<file path="src/rtl/ifs_pkg.sv">
package ifs_pkg;

    typedef enum logic [2:0] {
        PH_PREFIX = 3'd0,
        PH_PAGE2  = 3'd1,
        PH_MODRM  = 3'd2,
        PH_SIB    = 3'd3,
        PH_TAIL   = 3'd4
    } phase_e;

    typedef enum logic [3:0] {
        CL_ALU_RM  = 4'd0,
        CL_ALU_ACC = 4'd1,
        CL_INC     = 4'd2,
        CL_DEC     = 4'd3,
        CL_PUSH    = 4'd4,
        CL_POP     = 4'd5,
        CL_JSHORT  = 4'd6,
        CL_JNEAR   = 4'd7,
        CL_MOV_IMM = 4'd8
    } op_class_e;

    typedef enum logic [2:0] {
        SEG_NONE = 3'd0,
        SEG_ES   = 3'd1,
        SEG_CS   = 3'd2,
        SEG_SS   = 3'd3,
        SEG_DS   = 3'd4
    } seg_e;

    typedef enum logic [1:0] {
        REP_NONE = 2'd0,
        REP_EQ   = 2'd1,
        REP_NE   = 2'd2
    } rep_e;

    typedef struct packed {
        seg_e  seg;
        logic  lock;
        rep_e  rep;
        logic  opsz_flip;
        logic  adsz_flip;
    } pfx_t;

    typedef enum logic [2:0] {
        DK_UNDEF  = 3'd0,
        DK_PREFIX = 3'd1,
        DK_PAGE2  = 3'd2,
        DK_DONE   = 3'd3,
        DK_MODRM  = 3'd4,
        DK_TAIL   = 3'd5
    } dec_kind_e;

    typedef struct packed {
        dec_kind_e  kind;
        op_class_e  cls;
        logic [2:0] tail;
    } dec_t;

    localparam pfx_t PFX_CLEAR = '{SEG_NONE, 1'b0, REP_NONE, 1'b0, 1'b0};

    function automatic logic [2:0] size_bytes(input logic wide);
        return wide ? 3'd4 : 3'd2;
    endfunction

    function automatic logic [2:0] sib_extra(input logic [1:0] mode, input logic [2:0] base);
        return (mode == 2'd0 && base == 3'd5) ? 3'd4 : 3'd0;
    endfunction

endpackage

</file>
<file path="src/rtl/ifs_opcode_dec.sv">
module ifs_opcode_dec
    import ifs_pkg::*;
(
    input  logic [7:0] op_byte,
    input  logic       second_page,
    input  logic       mode32,
    input  logic       opsz32,
    input  pfx_t       pfx_in,
    output dec_t       dec,
    output pfx_t       pfx_out
);

    always_comb begin
        dec     = '{DK_UNDEF, CL_ALU_RM, 3'd0};
        pfx_out = pfx_in;
        if (second_page) begin
            if (mode32 && op_byte[7:4] == 4'h8)
                dec = '{DK_TAIL, CL_JNEAR, size_bytes(opsz32)};
        end else begin
            casez (op_byte)
                8'h26: begin dec.kind = DK_PREFIX; pfx_out.seg = SEG_ES; end
                8'h2E: begin dec.kind = DK_PREFIX; pfx_out.seg = SEG_CS; end
                8'h36: begin dec.kind = DK_PREFIX; pfx_out.seg = SEG_SS; end
                8'h3E: begin dec.kind = DK_PREFIX; pfx_out.seg = SEG_DS; end
                8'hF0: begin dec.kind = DK_PREFIX; pfx_out.lock = 1'b1; end
                8'hF2: begin dec.kind = DK_PREFIX; pfx_out.rep = REP_NE; end
                8'hF3: begin dec.kind = DK_PREFIX; pfx_out.rep = REP_EQ; end
                8'h66: if (mode32) begin dec.kind = DK_PREFIX; pfx_out.opsz_flip = 1'b1; end
                8'h67: if (mode32) begin dec.kind = DK_PREFIX; pfx_out.adsz_flip = 1'b1; end
                8'h0F: dec.kind = DK_PAGE2;
                8'b00???0??: dec = '{DK_MODRM, CL_ALU_RM, 3'd0};
                8'b00???10?: dec = '{DK_TAIL, CL_ALU_ACC,
                                     op_byte[0] ? size_bytes(opsz32) : 3'd1};
                8'b010?????: begin
                    dec.kind = DK_DONE;
                    case (op_byte[4:3])
                        2'd0:    dec.cls = CL_INC;
                        2'd1:    dec.cls = CL_DEC;
                        2'd2:    dec.cls = CL_PUSH;
                        default: dec.cls = CL_POP;
                    endcase
                end
                8'b0111????: dec = '{DK_TAIL, CL_JSHORT, 3'd1};
                8'b1011????: dec = '{DK_TAIL, CL_MOV_IMM,
                                     op_byte[3] ? size_bytes(opsz32) : 3'd1};
                default: dec.kind = DK_UNDEF;
            endcase
        end
    end

endmodule

</file>
<file path="src/rtl/ifs_addr_len.sv">
module ifs_addr_len (
    input  logic [1:0] mode,
    input  logic [2:0] rm,
    input  logic       adsz32,
    output logic       need_sib,
    output logic [2:0] disp_len
);

    always_comb begin
        need_sib = 1'b0;
        disp_len = 3'd0;
        if (mode != 2'd3) begin
            if (adsz32) begin
                need_sib = (rm == 3'd4);
                case (mode)
                    2'd1:    disp_len = 3'd1;
                    2'd2:    disp_len = 3'd4;
                    default: disp_len = (rm == 3'd5) ? 3'd4 : 3'd0;
                endcase
            end else begin
                case (mode)
                    2'd1:    disp_len = 3'd1;
                    2'd2:    disp_len = 3'd2;
                    default: disp_len = (rm == 3'd6) ? 3'd2 : 3'd0;
                endcase
            end
        end
    end

endmodule

</file>
<file path="src/rtl/ifs_len_guard.sv">
module ifs_len_guard #(
    parameter int CAP_WIDE   = 15,
    parameter int CAP_NARROW = 10,
    parameter int LEN_W      = 4
) (
    input  logic             mode32,
    input  logic [LEN_W-1:0] count_next,
    output logic             at_cap
);

    localparam logic [LEN_W-1:0] CAP_W = LEN_W'(CAP_WIDE);
    localparam logic [LEN_W-1:0] CAP_N = LEN_W'(CAP_NARROW);

    assign at_cap = (count_next == (mode32 ? CAP_W : CAP_N));

endmodule

</file>
<file path="src/rtl/insn_front_seq.sv">
module insn_front_seq
    import ifs_pkg::*;
#(
    parameter int CAP_WIDE   = 15,
    parameter int CAP_NARROW = 10,
    localparam int LEN_W     = $clog2(CAP_WIDE + 1)
) (
    input  logic             clk,
    input  logic             rst,
    input  logic             mode32,
    input  logic             in_valid,
    input  logic [7:0]       in_byte,
    output logic             in_ready,
    output logic             done_valid,
    output logic [3:0]       done_class,
    output logic [7:0]       done_opcode,
    output logic [LEN_W-1:0] done_len,
    output logic [2:0]       done_seg,
    output logic             done_lock,
    output logic [1:0]       done_rep,
    output logic             done_opsz32,
    output logic             done_adsz32,
    output logic             undef_pulse
);

    phase_e           phase_q, phase_n;
    logic [LEN_W-1:0] count_q, count_n, count_inc;
    pfx_t             pfx_q, pfx_n, pfx_dec;
    op_class_e        cls_q, cls_n;
    logic [7:0]       opc_q, opc_n;
    logic [3:0]       remain_q, remain_n;
    logic [1:0]       mod_q, mod_n;

    logic             accept, complete, fail, at_cap;
    logic             opsz32, adsz32;
    dec_t             dec;
    logic             need_sib;
    logic [2:0]       disp_len;
    logic [3:0]       sib_total;

    assign in_ready  = ~rst;
    assign accept    = in_valid & in_ready;
    assign count_inc = count_q + 1'b1;
    assign opsz32    = mode32 ^ pfx_q.opsz_flip;
    assign adsz32    = mode32 ^ pfx_q.adsz_flip;
    assign sib_total = remain_q + {1'b0, sib_extra(mod_q, in_byte[2:0])};

    ifs_opcode_dec u_dec (
        .op_byte     (in_byte),
        .second_page (phase_q == PH_PAGE2),
        .mode32      (mode32),
        .opsz32      (opsz32),
        .pfx_in      (pfx_q),
        .dec         (dec),
        .pfx_out     (pfx_dec)
    );

    ifs_addr_len u_addr (
        .mode     (in_byte[7:6]),
        .rm       (in_byte[2:0]),
        .adsz32   (adsz32),
        .need_sib (need_sib),
        .disp_len (disp_len)
    );

    ifs_len_guard #(
        .CAP_WIDE   (CAP_WIDE),
        .CAP_NARROW (CAP_NARROW),
        .LEN_W      (LEN_W)
    ) u_guard (
        .mode32     (mode32),
        .count_next (count_inc),
        .at_cap     (at_cap)
    );

    always_comb begin
        phase_n  = phase_q;
        count_n  = count_q;
        pfx_n    = pfx_q;
        cls_n    = cls_q;
        opc_n    = opc_q;
        remain_n = remain_q;
        mod_n    = mod_q;
        complete = 1'b0;
        fail     = 1'b0;
        if (accept) begin
            count_n = count_inc;
            case (phase_q)
                PH_PREFIX, PH_PAGE2: begin
                    case (dec.kind)
                        DK_PREFIX: pfx_n = pfx_dec;
                        DK_PAGE2:  phase_n = PH_PAGE2;
                        DK_DONE: begin
                            complete = 1'b1;
                            cls_n    = dec.cls;
                            opc_n    = in_byte;
                        end
                        DK_MODRM: begin
                            phase_n = PH_MODRM;
                            cls_n   = dec.cls;
                            opc_n   = in_byte;
                        end
                        DK_TAIL: begin
                            phase_n  = PH_TAIL;
                            cls_n    = dec.cls;
                            opc_n    = in_byte;
                            remain_n = {1'b0, dec.tail};
                        end
                        default: fail = 1'b1;
                    endcase
                end
                PH_MODRM: begin
                    mod_n    = in_byte[7:6];
                    remain_n = {1'b0, disp_len};
                    if (need_sib)
                        phase_n = PH_SIB;
                    else if (disp_len != 3'd0)
                        phase_n = PH_TAIL;
                    else
                        complete = 1'b1;
                end
                PH_SIB: begin
                    remain_n = sib_total;
                    if (sib_total != 4'd0)
                        phase_n = PH_TAIL;
                    else
                        complete = 1'b1;
                end
                PH_TAIL: begin
                    remain_n = remain_q - 4'd1;
                    if (remain_q == 4'd1)
                        complete = 1'b1;
                end
                default: fail = 1'b1;
            endcase
            if (!complete && at_cap)
                fail = 1'b1;
            if (complete || fail) begin
                phase_n  = PH_PREFIX;
                count_n  = '0;
                pfx_n    = PFX_CLEAR;
                remain_n = 4'd0;
            end
        end
    end

    always_ff @(posedge clk) begin
        if (rst) begin
            phase_q     <= PH_PREFIX;
            count_q     <= '0;
            pfx_q       <= PFX_CLEAR;
            cls_q       <= CL_ALU_RM;
            opc_q       <= 8'h00;
            remain_q    <= 4'd0;
            mod_q       <= 2'd0;
            done_valid  <= 1'b0;
            undef_pulse <= 1'b0;
            done_class  <= 4'd0;
            done_opcode <= 8'h00;
            done_len    <= '0;
            done_seg    <= 3'd0;
            done_lock   <= 1'b0;
            done_rep    <= 2'd0;
            done_opsz32 <= 1'b0;
            done_adsz32 <= 1'b0;
        end else begin
            phase_q     <= phase_n;
            count_q     <= count_n;
            pfx_q       <= pfx_n;
            cls_q       <= cls_n;
            opc_q       <= opc_n;
            remain_q    <= remain_n;
            mod_q       <= mod_n;
            done_valid  <= accept & complete;
            undef_pulse <= accept & fail;
            if (accept & complete) begin
                done_class  <= cls_n;
                done_opcode <= opc_n;
                done_len    <= count_inc;
                done_seg    <= pfx_q.seg;
                done_lock   <= pfx_q.lock;
                done_rep    <= pfx_q.rep;
                done_opsz32 <= opsz32;
                done_adsz32 <= adsz32;
            end
        end
    end

    AST_RESULT_EXCL: assert property (@(posedge clk) disable iff (rst)
        !(done_valid && undef_pulse));

    AST_CLEAN_AFTER: assert property (@(posedge clk) disable iff (rst)
        (done_valid || undef_pulse) |-> (count_q == '0 && pfx_q == PFX_CLEAR && phase_q == PH_PREFIX));

    AST_LEN_WIDE: assert property (@(posedge clk) disable iff (rst)
        done_valid |-> (done_len != '0 && done_len <= LEN_W'(CAP_WIDE)));

    AST_LEN_NARROW: assert property (@(posedge clk) disable iff (rst)
        (done_valid && !$past(mode32)) |-> (done_len <= LEN_W'(CAP_NARROW)));

    AST_NARROW_SIZES: assert property (@(posedge clk) disable iff (rst)
        (done_valid && !$past(mode32)) |-> (!done_opsz32 && !done_adsz32));

    AST_TAIL_PENDING: assert property (@(posedge clk) disable iff (rst)
        (phase_q == PH_TAIL) |-> (remain_q != 4'd0));

    AST_SHORT_JUMP_LEN: assert property (@(posedge clk) disable iff (rst)
        (done_valid && done_class == 4'd6) |-> (done_len >= LEN_W'(2)));

endmodule

</file>
<file path="config.mk">
export PLATFORM = sky130hd
export DESIGN_NAME = insn_front_seq
export DESIGN_NICKNAME = d
export VERILOG_FILES = /design/src/rtl/ifs_pkg.sv /design/src/rtl/ifs_opcode_dec.sv /design/src/rtl/ifs_addr_len.sv /design/src/rtl/ifs_len_guard.sv /design/src/rtl/insn_front_seq.sv
export SDC_FILE = /design/constraint.sdc
export NUM_CORES = 1
export LEC_CHECK = 0
export ABC_AREA = 0
export ABC_CLOCK_PERIOD_IN_PS = 3460
export CAP_MARGIN = 5
export CORE_MARGIN = 1.5
export CORE_UTILIZATION = 64
export DETAILED_ROUTE_END_ITERATION = 6
export DONT_BUFFER_PORTS = 1
export HOLD_SLACK_MARGIN = 0.08
export PLACE_DENSITY = 0.8
export SLEW_MARGIN = 20
export SYNTH_ARGS = -nofsm -noshare
export SYNTH_HDL_FRONTEND = slang
export SYNTH_HIERARCHICAL = 1
export SYNTH_SLANG_ARGS = --single-unit
</file>
<file path="constraint.sdc">
create_clock -name clk -period 3.46 [get_ports clk]
set_clock_uncertainty 0.15 [all_clocks]
set_input_delay 0.519 -clock clk [delete_from_list [all_inputs] [get_ports clk]]
set_output_delay 0.519 -clock clk [all_outputs]
set_load 0.05 [all_outputs]
</file>
# Word-level counts from Yosys, hierarchy flattened
# Index checks and enable logic that the tools add are counted.
[totals]
reg_bits = 59
input_bits = 12
out_inout_bits = 27
elab_cells = 164
[op_classes]
add_sub_neg = 3
eq_ne = 39
n_mux = 59
n_bitwise = 6
n_reduce_logical = 36
[op_table]
columns = ["cell", "n"]
rows = [
  ["$mux 8", 7],
  ["$mux 3", 12],
  ["$pmux 3 s3", 4],
  ["$eq 8x6->1 const B", 4],
  ["$pmux 4 s4", 2],
  ["$eq 8x8->1 const B", 3],
  ["$mux 4", 6],
  ["$mux 10", 2],
  ["$reduce_and 5->1", 4],
  ["$eq 3x3->1 const B", 6],
  ["$mux 1", 18],
  ["$pmux 3 s6", 1],
  ["$eq 8x7->1 const B", 2],
  ["$eq 3x2->1 const B", 5],
  ["$pmux 3 s2", 2],
  ["$pmux 3 s4", 1],
  ["$reduce_and 6->1", 2],
  ["$reduce_bool 2->1", 6],
  ["$reduce_bool 5->1", 2],
  ["$reduce_or 3->1", 3],
  ["$eq 4x4->1 const B", 2],
  ["$eq 8x4->1 const B", 1],
  ["$reduce_bool 4->1", 2],
  ["$reduce_or 7->1", 1],
  ["other kinds (31)", 45],
]

# Logic depth before layout (Yosys ltp)
[depth]
word_depth = 17
depth_mapped = 14
ltp_nobuf = 10

# Modules after synthesis
# The synthesis kept the hierarchy.
[modules_own_cells]
columns = ["mod", "instances", "cells_per_inst", "area_per_inst_um2", "seq_area_each_um2"]
rows = [
  ["insn_front_seq", 1, 319, 2871.5, 1181.1],
  ["ifs_opcode_dec", 1, 66, 422.9, 0.0],
  ["ifs_addr_len", 1, 12, 103.8, 0.0],
  ["ifs_len_guard", 1, 4, 20.0, 0.0],
]

# Worst setup path after synthesis
# OpenSTA, ideal clock, no wires.
[synth_path]
path_type = "register to register"
start = "reg phase_q[0]"
end = "reg pfx_q[0] (netlist bit)"
setup_ps = 123
t_arrival_ps = 2814
required_ps = 3187
setup_slack_ps = 373
path_stages_with_launch = 9
path_buffers = 2
synth_period_minus_slack_ps = 3087
cell_sequence = "dfxtp_1 -> clkbuf_1 -> and2_1 -> clkbuf_1 -> nor4_1 -> a21oi_1 -> o211ai_1 -> nor2_1 -> a221o_2"
[synth_lines]
columns = ["item", "line_no", "rtl"]
rows = [
  ["start: declaration", "insn_front_seq.sv:26", "phase_e phase_q, phase_n;"],
  ["start signal: assignment", "insn_front_seq.sv:167", "phase_q <= phase_n;"],
  ["end signal: assignment", "insn_front_seq.sv:169", "pfx_q <= pfx_n;"],
  ["end: declaration", "insn_front_seq.sv:28", "pfx_t pfx_q, pfx_n, pfx_dec;"],
]

==> results by group <==
Pwr
  • Clock group share of total power: 41.8%
  • Pint: 1.11 mW
  • Power Density: 404 nW/µm²
  • Sequential power share: 46.4%
  • Comb power frac: 11.8%
  • Peak VDD IR: 0.000513 V
  • Sw power: 0.401 mW
  • P_leak: 1.41 nW
  • Sw Share: 26.6%
  • Pwr Total: 1.51 mW

Floorplan
  • Die height: 76.1 µm
  • IO Count: 39
  • FP Rows: 26
  • DIE WIDTH: 76.1 µm
  • Starting Density: 66.5%
  • Die Footprint: 5790 µm²
  • Core ar.: 5140 µm²

Placed design
  • Final GP Congestion: 0.981
  • Count of buffers from port buffering: 0
  • HPWL after detailed placement: 5450 µm
  • Post-place setup slack: 0.238 ns

Logic synthesis
  • Sequential area share after synthesis: 34.6%
  • Yosys reg bits: 59
  • Cells after Synth: 401
  • Synth warnings: 6
  • Post-synth top area share: 34.6%
  • Top cells by area, synth: dfxtp_1 (35%), mux2i_1 (9.4%), nand2_1 (4.9%)
  • Syn nets: 421
  • Number of synthesized flops with an enable pin: 0
  • Main synth FF type: dfxtp_1
  • Synth unique cells: 64
  • Mapped Area: 3420 µm²
  • Yosys top cell by area: dfxtp_1
  • Async SR Flop Fraction: 0%
  • Syn Area/Cell: 8.52 µm²

Global route
  • First-pass GRT wire length: 13400 µm
  • GR Overflow Total: 0
  • Initial antenna violation count: 0
  • Total GRT Usage: 29.3%
  • Largest net degree at the start of global routing: 33
  • Vias in the first global route: 2755

Job
  • Max cap viols: 0

Layout
  • Area of the multi-input gates: 2050 µm²
  • Nets: 425
  • ANT cells: 0
  • Fill count: 415
  • Seq. cell area: 1180 µm²
  • Share of cells above drive strength 1: 13.2%
  • Final core occ: 72.6%
  • Area growth from synthesis to layout: 9.15%

Clock tree
  • Root buffer cell: clkbuf_8
  • CTS tree: yes
  • Deepest clock path buffer count: 2
  • Total CTS buffers: 9
  • H-tree depth: 3
  • CTS Sinks: 59
  • Clk_lat worst skew: 0.35 ns
  • Reg clk slew, reported paths: 0.07 ns

Worst setup path
  • CP max FO: 15
  • WP data arrival: 3.38 ns
  • Crit. End Element: flop
  • R2r setup slk: 0.23 ns
  • Worst setup SP type: flop
  • Crit Path Category: flop to flop
  • Critical Path RT: 3.61 ns

Timing
  • Final slew viol count: 0
  • Setup_tns: 0 ns
  • Setup ws final: 0.229 ns
  • Slew headroom: 37.9%
  • Worst Tran Pin Value: 0.928 ns
  • Min Clock Period, post-route: 3.23 ns
  • RSZ-0062 raised after global routing: no
  • Final setup fails: 0
  • Hold slack final: 0.0988 ns
  • Period utilisation layout: 93.4%
  • Max Fclk: 0.309 GHz
  • Final hold vios: 0

Route
  • ANT nets after route: 0
  • 1st-iter DRT viols: 277
  • Vias per inst: 6.22
  • Wirelength per Cell: 17.0 µm
  • Vias: 2980
  • Initial DRT Pass Iterations: 5
  • Total wire length: 8130 µm
  • DRC viols: 0

Hold path
  • Min-Delay Path Class: input port to flop

Run status
  • Status: finished clean
[synthesized netlist by cell type, drive strengths merged, types with 3 or more instances]
cell    number
a21oi       16
a221o       10
a31oi        4
and2         5
buf         12
clkbuf      15
dfxtp       59
ha           8
inv         17
mux2         3
mux2i       32
nand2       46
nand2b      10
nand3        6
nand4       12
nand4b       3
nor2        29
nor2b       13
nor3         7
nor3b       20
nor4b        4
o211ai       3
o21ai       20
o311ai       4
or3          5
xnor2        3
xor2         5
[power by group through the flow]
stage / clock (mW) / sequential [mW] / combinational, mW
floorplan: 0 / 0.713 / 0.134
global placement: 0 / 0.714 / 0.159
detailed placement: 0 / 0.714 / 0.161
CTS: 0.638 / 0.699 / 0.169
global route: 0.669 / 0.700 / 0.194
finish: 0.631 / 0.699 / 0.177
[cell type report]
cell class | count | share of cell area, %
clock buffer | 11 | 3.79
clock inverter | 4 | 1.37
inverter | 17 | 1.71
multi-input combinational | 298 | 55.0
sequential | 59 | 31.7
tap | 70 | 2.35
timing repair buffer | 20 | 4.16
[stage by stage]
step / cells / cell area [µm²]
after detailed placement: 460 / 3500
final: 479 / 3730
after global placement: 460 / 3500
after global routing: 479 / 3730
after CTS: 477 / 3710
after floorplan: 401 / 3420
[worst paths after layout]
check / startpoint / to / cells past startpoint
setup / recovery: phase_q[2] / pfx_q[4] / 10
hold / removal: rst / mod_q[0] / 1
setup reg to reg: phase_q[2] / pfx_q[4] / 10
hold reg to reg: count_q[3] / count_q[3] / 2
[per-layer routing]
metal | share of wire, % | up-vias | GRT usage (%)
met5 | 0 | - | 0
met4 | 2.4 | 0 | 12.6
met3 | 9.5 | 21 | 10.5
met2 | 44 | 118 | 43.3
met1 | 44 | 1399 | 38.6
li1 | - | 1442 | -
[flip-flops by register name, summed over array words and instances, names as in the netlist, 2 cells and up]
| signal | cells |
|---|---|
| cls_q | 4 |
| count_q | 4 |
| done_class | 4 |
| done_len | 4 |
| done_opcode | 8 |
| done_rep | 2 |
| done_seg | 3 |
| mod_q | 2 |
| opc_q | 8 |
| pfx_q | 8 |
| phase_q | 3 |
| remain_q | 4 |
[cell families (layout without fill, tap and decap cells)]
logic type	Yosys count	after routing	synth area share, %
xor+xnor	8	8	2.05
mux	35	35	10.5
flops	59	59	34.6
buf+inv	44	52	5.75
compound gates	76	76	15.8
fa+ha+maj	8	8	2.93
simple gates	171	171	28.4
[worst max-delay path, stage by stage (launching register included)]
cell and delay, ns:
dfxtp_1 0.44, nor2_2 0.29, and2_1 0.29, nor2b_1 0.11, nand3_1 0.14, o2111ai_1 0.27, and3b_1 0.32, a32oi_2 0.28
nand2_1 0.24, nor3_4 0.43, a221o_2 0.22
[timing repair]
action / in CTS / in global routing
setup endpoints to repair: 0 / 9
endpoints found under the hold margin: 23 / 0
hold buffers: 2 / 0
setup buffers: 0 / 2
gates resized for setup: 0 / 1
[cell usage in the layout, fill, tap and decap left out, types with 3 or more instances in the layout]
master	n
xor2_1	5
nor2_1	28
or3_1	4
and2_1	3
nor3_1	6
a221o_1	3
mux2i_1	32
o211ai_1	3
clkbuf_8	10
ha_1	8
o311ai_0	4
nor4b_1	3
nand3_1	6
nor3b_1	20
xnor2_1	3
inv_1	16
nor2b_1	13
nand2_1	45
nand4b_1	3
nand4_1	12
buf_4	18
a31oi_1	4
o21ai_0	20
a21oi_1	15
a221o_2	7
dfxtp_1	59
nand2b_1	9
(Power assumes the default switching activity.)
